`src/rtl/dispatch_pkg.sv`:
```
package dispatch_pkg;

  typedef enum logic [1:0] {
    KIND_HIGH   = 2'd0,
    KIND_KERNEL = 2'd1,
    KIND_USER   = 2'd2,
    KIND_DOUBLE = 2'd3
  } excKind_e;

  // Strobes from the decision logic to the datapath
  typedef struct packed {
    logic take;      // request qualifies
    logic hiLevel;   // level above one: direct vector
    logic dbl;       // level one while already in exception mode
    logic user;      // level one from user mode
  } dispCtrl_t;

endpackage

```
`src/rtl/dispatch_ctrl.sv`:
```
module dispatch_ctrl
  import dispatch_pkg::*;
#(
  parameter int LVL_W      = 4,
  parameter int PS_W       = 8,
  parameter int NINT       = 16,
  parameter int NUM_LEVELS = 6
) (
  input  logic                               evalReq,
  input  logic [LVL_W-1:0]                   pendLevel,
  input  logic [PS_W-1:0]                    statusIn,
  input  logic [NINT-1:0]                    intSet,
  input  logic [NINT-1:0]                    intEnable,
  input  logic [(2**LVL_W)-1:0][NINT-1:0]    levelMask,
  output dispCtrl_t                          ctrl
);

  localparam int EXCM_BIT = LVL_W;
  localparam int UM_BIT   = LVL_W + 1;

  logic [LVL_W-1:0] curLevel;
  logic             aboveCur;
  logic             inRange;
  logic             srcLive;

  assign curLevel = statusIn[LVL_W-1:0];
  assign aboveCur = pendLevel > curLevel;
  assign inRange  = pendLevel <= LVL_W'(NUM_LEVELS);
  assign srcLive  = |(levelMask[pendLevel] & intSet & intEnable);

  always_comb begin
    ctrl.take    = evalReq && aboveCur && inRange && srcLive;
    ctrl.hiLevel = pendLevel > LVL_W'(1);
    ctrl.dbl     = !ctrl.hiLevel && statusIn[EXCM_BIT];
    ctrl.user    = !ctrl.hiLevel && !statusIn[EXCM_BIT] && statusIn[UM_BIT];
  end

endmodule

```
`src/rtl/dispatch_dp.sv`:
```
module dispatch_dp
  import dispatch_pkg::*;
#(
  parameter int          LVL_W       = 4,
  parameter int          PS_W        = 8,
  parameter int          PC_W        = 32,
  parameter int          CAUSE_W     = 6,
  parameter bit          RELOCATE    = 1'b1,
  parameter bit          HAS_DEPC    = 1'b1,
  parameter logic [31:0] DEF_VECBASE = 32'h4000_0000,
  parameter int          HI_OFF      = 'h100,
  parameter int          HI_STRIDE   = 'h40,
  parameter int          KERNEL_OFF  = 'h300,
  parameter int          USER_OFF    = 'h340,
  parameter int          DOUBLE_OFF  = 'h3C0,
  parameter int          L1_CAUSE    = 4
) (
  input  logic                 clk,
  input  logic                 rstN,
  input  dispCtrl_t            ctrl,
  input  logic [LVL_W-1:0]     pendLevel,
  input  logic [PS_W-1:0]      statusIn,
  input  logic [PC_W-1:0]      pcIn,
  input  logic [PC_W-1:0]      vecBase,
  output logic                 excTaken,
  output logic [1:0]           excKind,
  output logic [PC_W-1:0]      nextPc,
  output logic [PS_W-1:0]      newStatus,
  output logic                 savePcWe,
  output logic [LVL_W-1:0]     savePcDst,
  output logic [PC_W-1:0]      savePcVal,
  output logic                 savePsWe,
  output logic [LVL_W-1:0]     savePsIdx,
  output logic [PS_W-1:0]      savePsVal,
  output logic                 causeWe,
  output logic [CAUSE_W-1:0]   causeVal
);

  localparam int EXCM_BIT = LVL_W;
  localparam logic [LVL_W-1:0] DST_DOUBLE = HAS_DEPC ? LVL_W'(0) : LVL_W'(1);

  logic [PC_W-1:0] vecRoot;
  logic [PC_W-1:0] vecOff;
  logic [PC_W-1:0] vecAddr;
  logic [PS_W-1:0] psHi;
  logic [PS_W-1:0] psL1;
  excKind_e        kindNow;
  logic [LVL_W-1:0] pcDstNow;

  generate
    if (RELOCATE) begin : g_reloc
      assign vecRoot = vecBase;
    end else begin : g_fixed
      assign vecRoot = PC_W'(DEF_VECBASE);
    end
  endgenerate

  always_comb begin
    if (ctrl.hiLevel) begin
      kindNow  = KIND_HIGH;
      vecOff   = PC_W'(HI_OFF) + PC_W'(pendLevel) * PC_W'(HI_STRIDE);
      pcDstNow = pendLevel;
    end else if (ctrl.dbl) begin
      kindNow  = KIND_DOUBLE;
      vecOff   = PC_W'(DOUBLE_OFF);
      pcDstNow = DST_DOUBLE;
    end else if (ctrl.user) begin
      kindNow  = KIND_USER;
      vecOff   = PC_W'(USER_OFF);
      pcDstNow = LVL_W'(1);
    end else begin
      kindNow  = KIND_KERNEL;
      vecOff   = PC_W'(KERNEL_OFF);
      pcDstNow = LVL_W'(1);
    end
    vecAddr = vecRoot + vecOff;

    psHi                 = statusIn;
    psHi[LVL_W-1:0]      = pendLevel;
    psHi[EXCM_BIT]       = 1'b1;
    psL1                 = statusIn;
    psL1[EXCM_BIT]       = 1'b1;
  end

  always_ff @(posedge clk) begin
    if (!rstN) begin
      excTaken  <= 1'b0;
      excKind   <= 2'd0;
      nextPc    <= '0;
      newStatus <= '0;
      savePcWe  <= 1'b0;
      savePcDst <= '0;
      savePcVal <= '0;
      savePsWe  <= 1'b0;
      savePsIdx <= '0;
      savePsVal <= '0;
      causeWe   <= 1'b0;
      causeVal  <= '0;
    end else begin
      excTaken <= ctrl.take;
      savePcWe <= ctrl.take;
      savePsWe <= ctrl.take && ctrl.hiLevel;
      causeWe  <= ctrl.take && !ctrl.hiLevel;
      if (ctrl.take) begin
        excKind   <= kindNow;
        nextPc    <= vecAddr;
        newStatus <= ctrl.hiLevel ? psHi : psL1;
        savePcDst <= pcDstNow;
        savePcVal <= pcIn;
        if (ctrl.hiLevel) begin
          savePsIdx <= pendLevel;
          savePsVal <= statusIn;
        end else begin
          causeVal <= CAUSE_W'(L1_CAUSE);
        end
      end else begin
        nextPc    <= pcIn;
        newStatus <= statusIn;
      end
    end
  end

endmodule

```
`src/rtl/dispatch_unit.sv`:
```
module dispatch_unit
  import dispatch_pkg::*;
#(
  parameter int          LVL_W       = 4,
  parameter int          PS_W        = 8,
  parameter int          PC_W        = 32,
  parameter int          NINT        = 16,
  parameter int          CAUSE_W     = 6,
  parameter int          NUM_LEVELS  = 6,
  parameter bit          RELOCATE    = 1'b1,
  parameter bit          HAS_DEPC    = 1'b1,
  parameter logic [31:0] DEF_VECBASE = 32'h4000_0000
) (
  input  logic                            clk,
  input  logic                            rstN,
  input  logic                            evalReq,
  input  logic [LVL_W-1:0]                pendLevel,
  input  logic [PS_W-1:0]                 statusIn,
  input  logic [PC_W-1:0]                 pcIn,
  input  logic [PC_W-1:0]                 vecBase,
  input  logic [NINT-1:0]                 intSet,
  input  logic [NINT-1:0]                 intEnable,
  input  logic [(2**LVL_W)-1:0][NINT-1:0] levelMask,
  output logic                            excTaken,
  output logic [1:0]                      excKind,
  output logic [PC_W-1:0]                 nextPc,
  output logic [PS_W-1:0]                 newStatus,
  output logic                            savePcWe,
  output logic [LVL_W-1:0]                savePcDst,
  output logic [PC_W-1:0]                 savePcVal,
  output logic                            savePsWe,
  output logic [LVL_W-1:0]                savePsIdx,
  output logic [PS_W-1:0]                 savePsVal,
  output logic                            causeWe,
  output logic [CAUSE_W-1:0]              causeVal
);

  dispCtrl_t ctrl;

  dispatch_ctrl #(
    .LVL_W(LVL_W), .PS_W(PS_W), .NINT(NINT), .NUM_LEVELS(NUM_LEVELS)
  ) u_ctrl (
    .evalReq(evalReq), .pendLevel(pendLevel), .statusIn(statusIn),
    .intSet(intSet), .intEnable(intEnable), .levelMask(levelMask),
    .ctrl(ctrl)
  );

  dispatch_dp #(
    .LVL_W(LVL_W), .PS_W(PS_W), .PC_W(PC_W), .CAUSE_W(CAUSE_W),
    .RELOCATE(RELOCATE), .HAS_DEPC(HAS_DEPC), .DEF_VECBASE(DEF_VECBASE)
  ) u_dp (
    .clk(clk), .rstN(rstN), .ctrl(ctrl), .pendLevel(pendLevel),
    .statusIn(statusIn), .pcIn(pcIn), .vecBase(vecBase),
    .excTaken(excTaken), .excKind(excKind), .nextPc(nextPc),
    .newStatus(newStatus), .savePcWe(savePcWe), .savePcDst(savePcDst),
    .savePcVal(savePcVal), .savePsWe(savePsWe), .savePsIdx(savePsIdx),
    .savePsVal(savePsVal), .causeWe(causeWe), .causeVal(causeVal)
  );

endmodule

```
`config.mk`:
```
export PLATFORM = sky130hd
export DESIGN_NAME = dispatch_unit
export DESIGN_NICKNAME = d
export VERILOG_FILES = /design/src/rtl/dispatch_pkg.sv /design/src/rtl/dispatch_ctrl.sv /design/src/rtl/dispatch_dp.sv /design/src/rtl/dispatch_unit.sv
export SDC_FILE = /design/constraint.sdc
export NUM_CORES = 1
export LEC_CHECK = 0
export ABC_AREA = 0
export BUFFER_PORTS_ARGS = -buffer_cell sky130_fd_sc_hd__buf_2
export CAP_MARGIN = 20
export CORE_AREA = 4 4 181 183
export DETAILED_ROUTE_END_ITERATION = 6
export DIE_AREA = 0 0 185 187
export PLACE_DENSITY_LB_ADDON = 0.1
export SLEW_MARGIN = 20
export SYNTH_ARGS = -nofsm -noshare
export SYNTH_HDL_FRONTEND = slang
export SYNTH_SLANG_ARGS = --single-unit
```
`constraint.sdc`:
```
create_clock -name clk -period 4.65 [get_ports clk]
set_input_delay 0.6975 -clock clk [delete_from_list [all_inputs] [get_ports clk]]
set_output_delay 0.6975 -clock clk [all_outputs]
set_load 0.01 [all_outputs]
```
Word-level counts from Yosys, hierarchy flattened. Cells that the tools add are included.

Add/sub/neg operators: 2. Multiply operators: 0. Div/mod/pow operators: 0. Magnitude comparators: 4. Equal/unequal tests: 0. Shifts and indexed selects: 0. Muxes and demuxes: 13. Bitwise operators: 3. Reduce and logical (&&, ||, !) cells: 13.

Operators with widths (number): 32-bit two-way mux (3); 16-bit binary-select mux with 4-bit select (1); 32-bit adder (1); 16-bit AND (2); 16-bit two-way mux (1); 16-bit OR reduction (1); 9-bit by 10-bit adder with 11-bit output, first input constant (1); 1-bit logical AND (8); 4-bit two-way mux (2); 7-bit two-way mux (1); 2-bit two-way mux (3); 4-bit by 5-bit < comparator with 1-bit output, second input constant (1); 5-bit two-way mux (1); 4-bit by 1-bit greater-than comparator with 1-bit output, second input constant (1); 4-bit greater-than comparator (1); 4-bit by 3-bit less-or-equal comparator with 1-bit output, second input constant (1); 2-bit AND reduction (2); 1-bit logical NOT (2); 1-bit two-way mux (1); 1-bit NOT (1).

Bits in registers: 94. Bits in latches: 0. Memory bits (writable): 0. Memory bits (read-only): 0. Input port bits: 367. Output and inout bits: 100. Word-level logic and storage cells: 46. Memories kept: 0.

Longest topological paths before layout.
Depth after elaboration: 9. Depth in mapped cells: 20. Gate-level depth less buffers: 17.

Hierarchy. Synthesis repeated with hierarchy kept, for this count alone.

Cell total of the unflattened synthesis: 733. Area total of the unflattened synthesis: 6560.0 sq um.

Modules (own cells, without submodules): dispatch_dp (instances 1, cells each 451, area each 4006.3 sq um, seq. area each 1881.8 sq um); dispatch_ctrl (instances 1, cells each 282, area each 2553.7 sq um, seq. area each 0.0 sq um).

Worst setup path after synthesis. Ideal clock, no wire load.

Path kind: input to register. Start point: input port pendLevel[0]. End point: register u_dp.nextPc[26]. Library setup time: 0.072 ns. Arrival: 3.927 ns. Required time: 4.578 ns. Path slack: 0.651 ns. Cell stages on the path: 20. Path buffers: 5. Path through: buf_6 -> buf_6 -> buf_6 -> buf_2 -> a21o_1 -> and2_1 -> clkbuf_1 -> nor2_1 -> a21oi_1 -> ha_1 -> inv_1 -> fa_1 -> nor2b_1 -> o21ai_0 -> a21boi_0 -> o2111ai_1 -> nor3_1 -> xor2_1 -> nand2_1 -> mux2i_1.

Word-level cells in the longest chain between the ends: 9. Elaborated cells on any way between the ends: 21. Classes of those cells: 2 x add/sub; 3 x order compare; 6 x mux; 2 x bitwise; 8 x reduce/logical.

RTL lines: start, declared (RTL line dispatch_unit.sv:17) `input logic [LVL_W-1:0] pendLevel,`; 4-bit by 1-bit greater-than comparator with 1-bit output (RTL line dispatch_ctrl.sv:33) `ctrl.hiLevel = pendLevel > LVL_W'(1);`; 1-bit logical NOT (RTL line dispatch_ctrl.sv:34, dispatch_ctrl.sv:35); 1-bit logical AND (2 in series) (RTL line dispatch_ctrl.sv:35) `ctrl.user = !ctrl.hiLevel && !statusIn[EXCM_BIT] && statusIn[UM_BIT];`; 7-bit two-way mux (RTL line dispatch_dp.sv:67) `end else if (ctrl.user) begin`; 32-bit two-way mux (RTL line dispatch_dp.sv:63) `end else if (ctrl.dbl) begin`; 32-bit two-way mux (RTL line dispatch_dp.sv:59) `if (ctrl.hiLevel) begin`; 32-bit adder (RTL line dispatch_dp.sv:76) `vecAddr = vecRoot + vecOff;`; 32-bit two-way mux (*) (RTL line dispatch_dp.sv:104) `if (ctrl.take) begin`; end signal, assigned (RTL line dispatch_dp.sv:106) `nextPc <= vecAddr;`; end signal, assigned (RTL line dispatch_dp.sv:117) `nextPc <= pcIn;`; end, declared (RTL line dispatch_dp.sv:27) `output logic [PC_W-1:0] nextPc,`.

Every way passes the cells marked *; elsewhere a longest branch is shown, timed or not. The select of a mux whose other input is x is not followed. A chain may end at the register's enable or synchronous reset.

Final worst setup path.
Start point: input port pendLevel[2]. End point: register u_dp.nextPc[28].

Same word-level chain as after synthesis.

==> summary.txt <==
Status: finished clean
Mux contribution to synthesized area: 32.8%
Reg clk slew, reported paths: 0.07 ns
Final Hold Viols: 0
Critical Path Max Stage Delay: 0.39 ns
Synth area leader: dfxtp_1
Critical Path Sink Type: flop
Mapped Avg Cell Area: 9.20 µm²
Clock power share: 32.7%
Hpwl dp: 28100 µm
Crit-path max FO: 6
First DRT Iteration DRCs: 217
Crit path required time: 4.93 ns
Vias in the first global route: 7559
First-pass GRT wire length: 46900 µm
CTS tree: done
Synthesized flop and latch total: 94
Die outline width: 185 µm
Peak VDD IR: 177 µV
Fmax: 280 MHz
NetSw: 0.000682 W
Sequential area share after synthesis: 28.1%
Clk_lat worst skew: 0.35 ns
Reg2reg start: u_dp.savePcVal[12]
Sequential share of power: 37.8%
Die Span Y: 187 µm
Largest net degree at the start of global routing: 54
Remaining DRCs: 0
Core area: 31200 µm²
# setup viols final: 0
Synth Area in Simple Gates: 19.4%
Adder-cell share of the synthesized area: 2.73%
Top-count cell post-synth: nand2_1
DP Worst Slack: 0.687 ns
Cell at the slowest stage of the critical path: fa_1
HP Class: reg -> reg
Ys flop type: dfxtp_1
Tcrit/Tclk final: 76.7%
Setup Skew: 0 ns
Post-route ant nets: 0
Post-Syn Area: 6690 µm²
Synth Area in XOR/XNOR: 3.01%
GR Overflow Total: 0
CP Launch Point: pendLevel[2]
Fin util: 31.2%
Root buf cell: clkbuf_16
Wire length per cell: 20.6 µm
Setup TNS Final: 0 ns
Tightest Pin Transition: 0.620 ns
Synth async-reset ratio: 0%
Final wirelength: 32700 µm
Drt via density: 4.54
Initial Util: 21.4%
H-tree levels: 3
Ys Warns: 0
Post-synth EDFFs: 0
Leak: 4.86 nW
Initial antenna violation count: 12
Die ar.: 34600 µm²
Commonest cells post-synth: 161 x nand2_1, 127 x mux2i_1, 94 x dfxtp_1
Largest family of logic cells by synthesized area: multiplexers
Num CTS Buffers: 9
Switching share of total power: 30.0%
Pint: 0.00159 W
Via Count: 7217
Layout cells sized above 1: 47.1%
Cts hold-fix bufs: 0
CTS-repair resized insts: 0
Unique cell type count in the Yosys netlist: 54
Port bufs: 461
Area Growth Syn to Fin: 45.9%
Max-slew headroom: 58.7%
Power per Cell Area: 233 nW/µm²
Worst path cell trace: buf_2 > clkinv_1 > ha_1 > a21o_1 > and2_1 > a21oi_1 > ha_1 > inv_1 > fa_1 > nor2b_1 > o21ai_0 > a21boi_0 > buf_4 > o2111ai_1 > nor3_1 > xor2_1 > nand2_1 > mux2i_1
Gate power share: 29.5%
DRT Pass-1 Iters: 4
RSZ-0062 raised after global routing: false
I/O Pins: 467
Cells after Synth: 727
Synth top area share: 28.1%
Compound-cell area share of the yosys netlist: 7.61%
Longest Clk Path Bufs: 2
Cell mode on critical path: ha_1
Setup crit start kind: input port
Minimum clock period: 3.57 ns
# rows: 65
Final nets: 1559
Total of max-cap violations: 0
Final GP Congestion: 0.846
Worst Setup Slack, final: 1.08 ns
Max Slew Vio Count: 0
Setup bufs post-CTS: 0
Kind of critical path: in -> reg
Overall Global Routing Usage: 18.0%
Crit path DAT: 3.85 ns
Clock Sinks: 94
Hold path start: u_dp.savePcVal[30]
Synth area leaders: dfxtp_1 28%, mux2i_1 19%, mux4_2 13%
[per-layer routing]
| metal | vias to the layer above | GRT usage, % | wire (µm) |
|---|---|---|---|
| met5 | - | 0 | 103 |
| met4 | 16 | 5.65 | 763 |
| met3 | 45 | 4.28 | 2240 |
| met2 | 289 | 33.6 | 17300 |
| met1 | 3334 | 19.9 | 12300 |
| li1 | 3533 | - | - |
[final cells by class]
type | instances | area (µm²)
Antenna cell | 5 | 12.5
Clock buffer | 10 | 229
Clock inverter | 6 | 61.3
Fill cell | 3485 | 21500
Inverter | 18 | 67.6
Multi-Input combinational cell | 562 | 4410
Sequential cell | 94 | 1880
Tap cell | 402 | 503
Timing Repair Buffer | 493 | 2590
[cells by family (layout without fill, tap and decap cells)]
family | count (synthesis) | after routing
other | 1 | 10
AOI/OAI and AO/OA | 67 | 67
and+or+nand+nor | 283 | 283
adders and majority gates | 14 | 14
DFF | 94 | 94
xor gates and xnor gates | 23 | 23
muxes | 170 | 170
buffers and inverters | 75 | 527
[worst max-delay path, delay by kind of cell]
family / cells / cell delay, ns
AOI/OAI and AO/OA: 5 / 0.93
xor gates and xnor gates: 1 / 0.16
adders and majority gates: 3 / 0.81
buffers and inverters: 4 / 0.41
muxes: 1 / 0.14
and+or+nand+nor: 4 / 0.68
[cells in the final DEF, fill, tap and decap left out, drive strengths merged, types with 11 or more instances in the layout]
| master | n |
|---|---|
| inv | 17 |
| and3 | 11 |
| dfxtp | 94 |
| mux4 | 39 |
| nand2 | 161 |
| xor2 | 13 |
| mux2i | 127 |
| nand4 | 17 |
| ha | 13 |
| buf | 493 |
| nand3 | 21 |
| a22oi | 12 |
| nor2 | 23 |
| nor3 | 11 |
| a21oi | 12 |
[registers in the layout, indices dropped and copies added, names as in the netlist]
name / count
u_dp.newStatus: 8
u_dp.excTaken: 1
u_dp.savePsVal: 8
u_dp.savePsWe: 1
u_dp.causeWe: 1
u_dp.savePcVal: 32
u_dp.nextPc: 32
u_dp.savePcDst: 4
u_dp.causeVal: 1
u_dp.savePsIdx: 4
u_dp.excKind: 2
[per-stage QoR]
stage	power (W)	hold slack, ns	instances	instance area, µm²
after detailed placement	0.00156	0.447	1569	9460
after floorplan	0.00124	0.479	731	6700
after CTS	0.00233	0.460	1585	9750
after global placement	0.00156	0.435	1569	9460
after global routing	0.00241	0.473	1589	9760
final	0.00227	0.455	1590	9760
[worst paths after layout]
| kind | endpoint | slack, ns | cells past startpoint |
|---|---|---|---|
| setup / recovery | u_dp.nextPc[28] | 1.08 | 18 |
| hold reg to reg | u_dp.savePcVal[30] | 0.46 | 2 |
| setup reg to reg | u_dp.savePcVal[12] | 4.03 | 2 |
| hold / removal | u_dp.savePcVal[30] | 0.46 | 2 |
[power groups by stage]
stage | Sequential (W) | Combinational [W] | Clock (W)
finish | 0.000860 | 0.000672 | 0.000743
global route | 0.000864 | 0.000738 | 0.000807
CTS | 0.000860 | 0.000686 | 0.000780
detailed placement | 0.000879 | 0.000684 | 0
global placement | 0.000879 | 0.000682 | 0
floorplan | 0.000901 | 0.000336 | 0
Note: power is estimated with default switching activity, not from simulation.
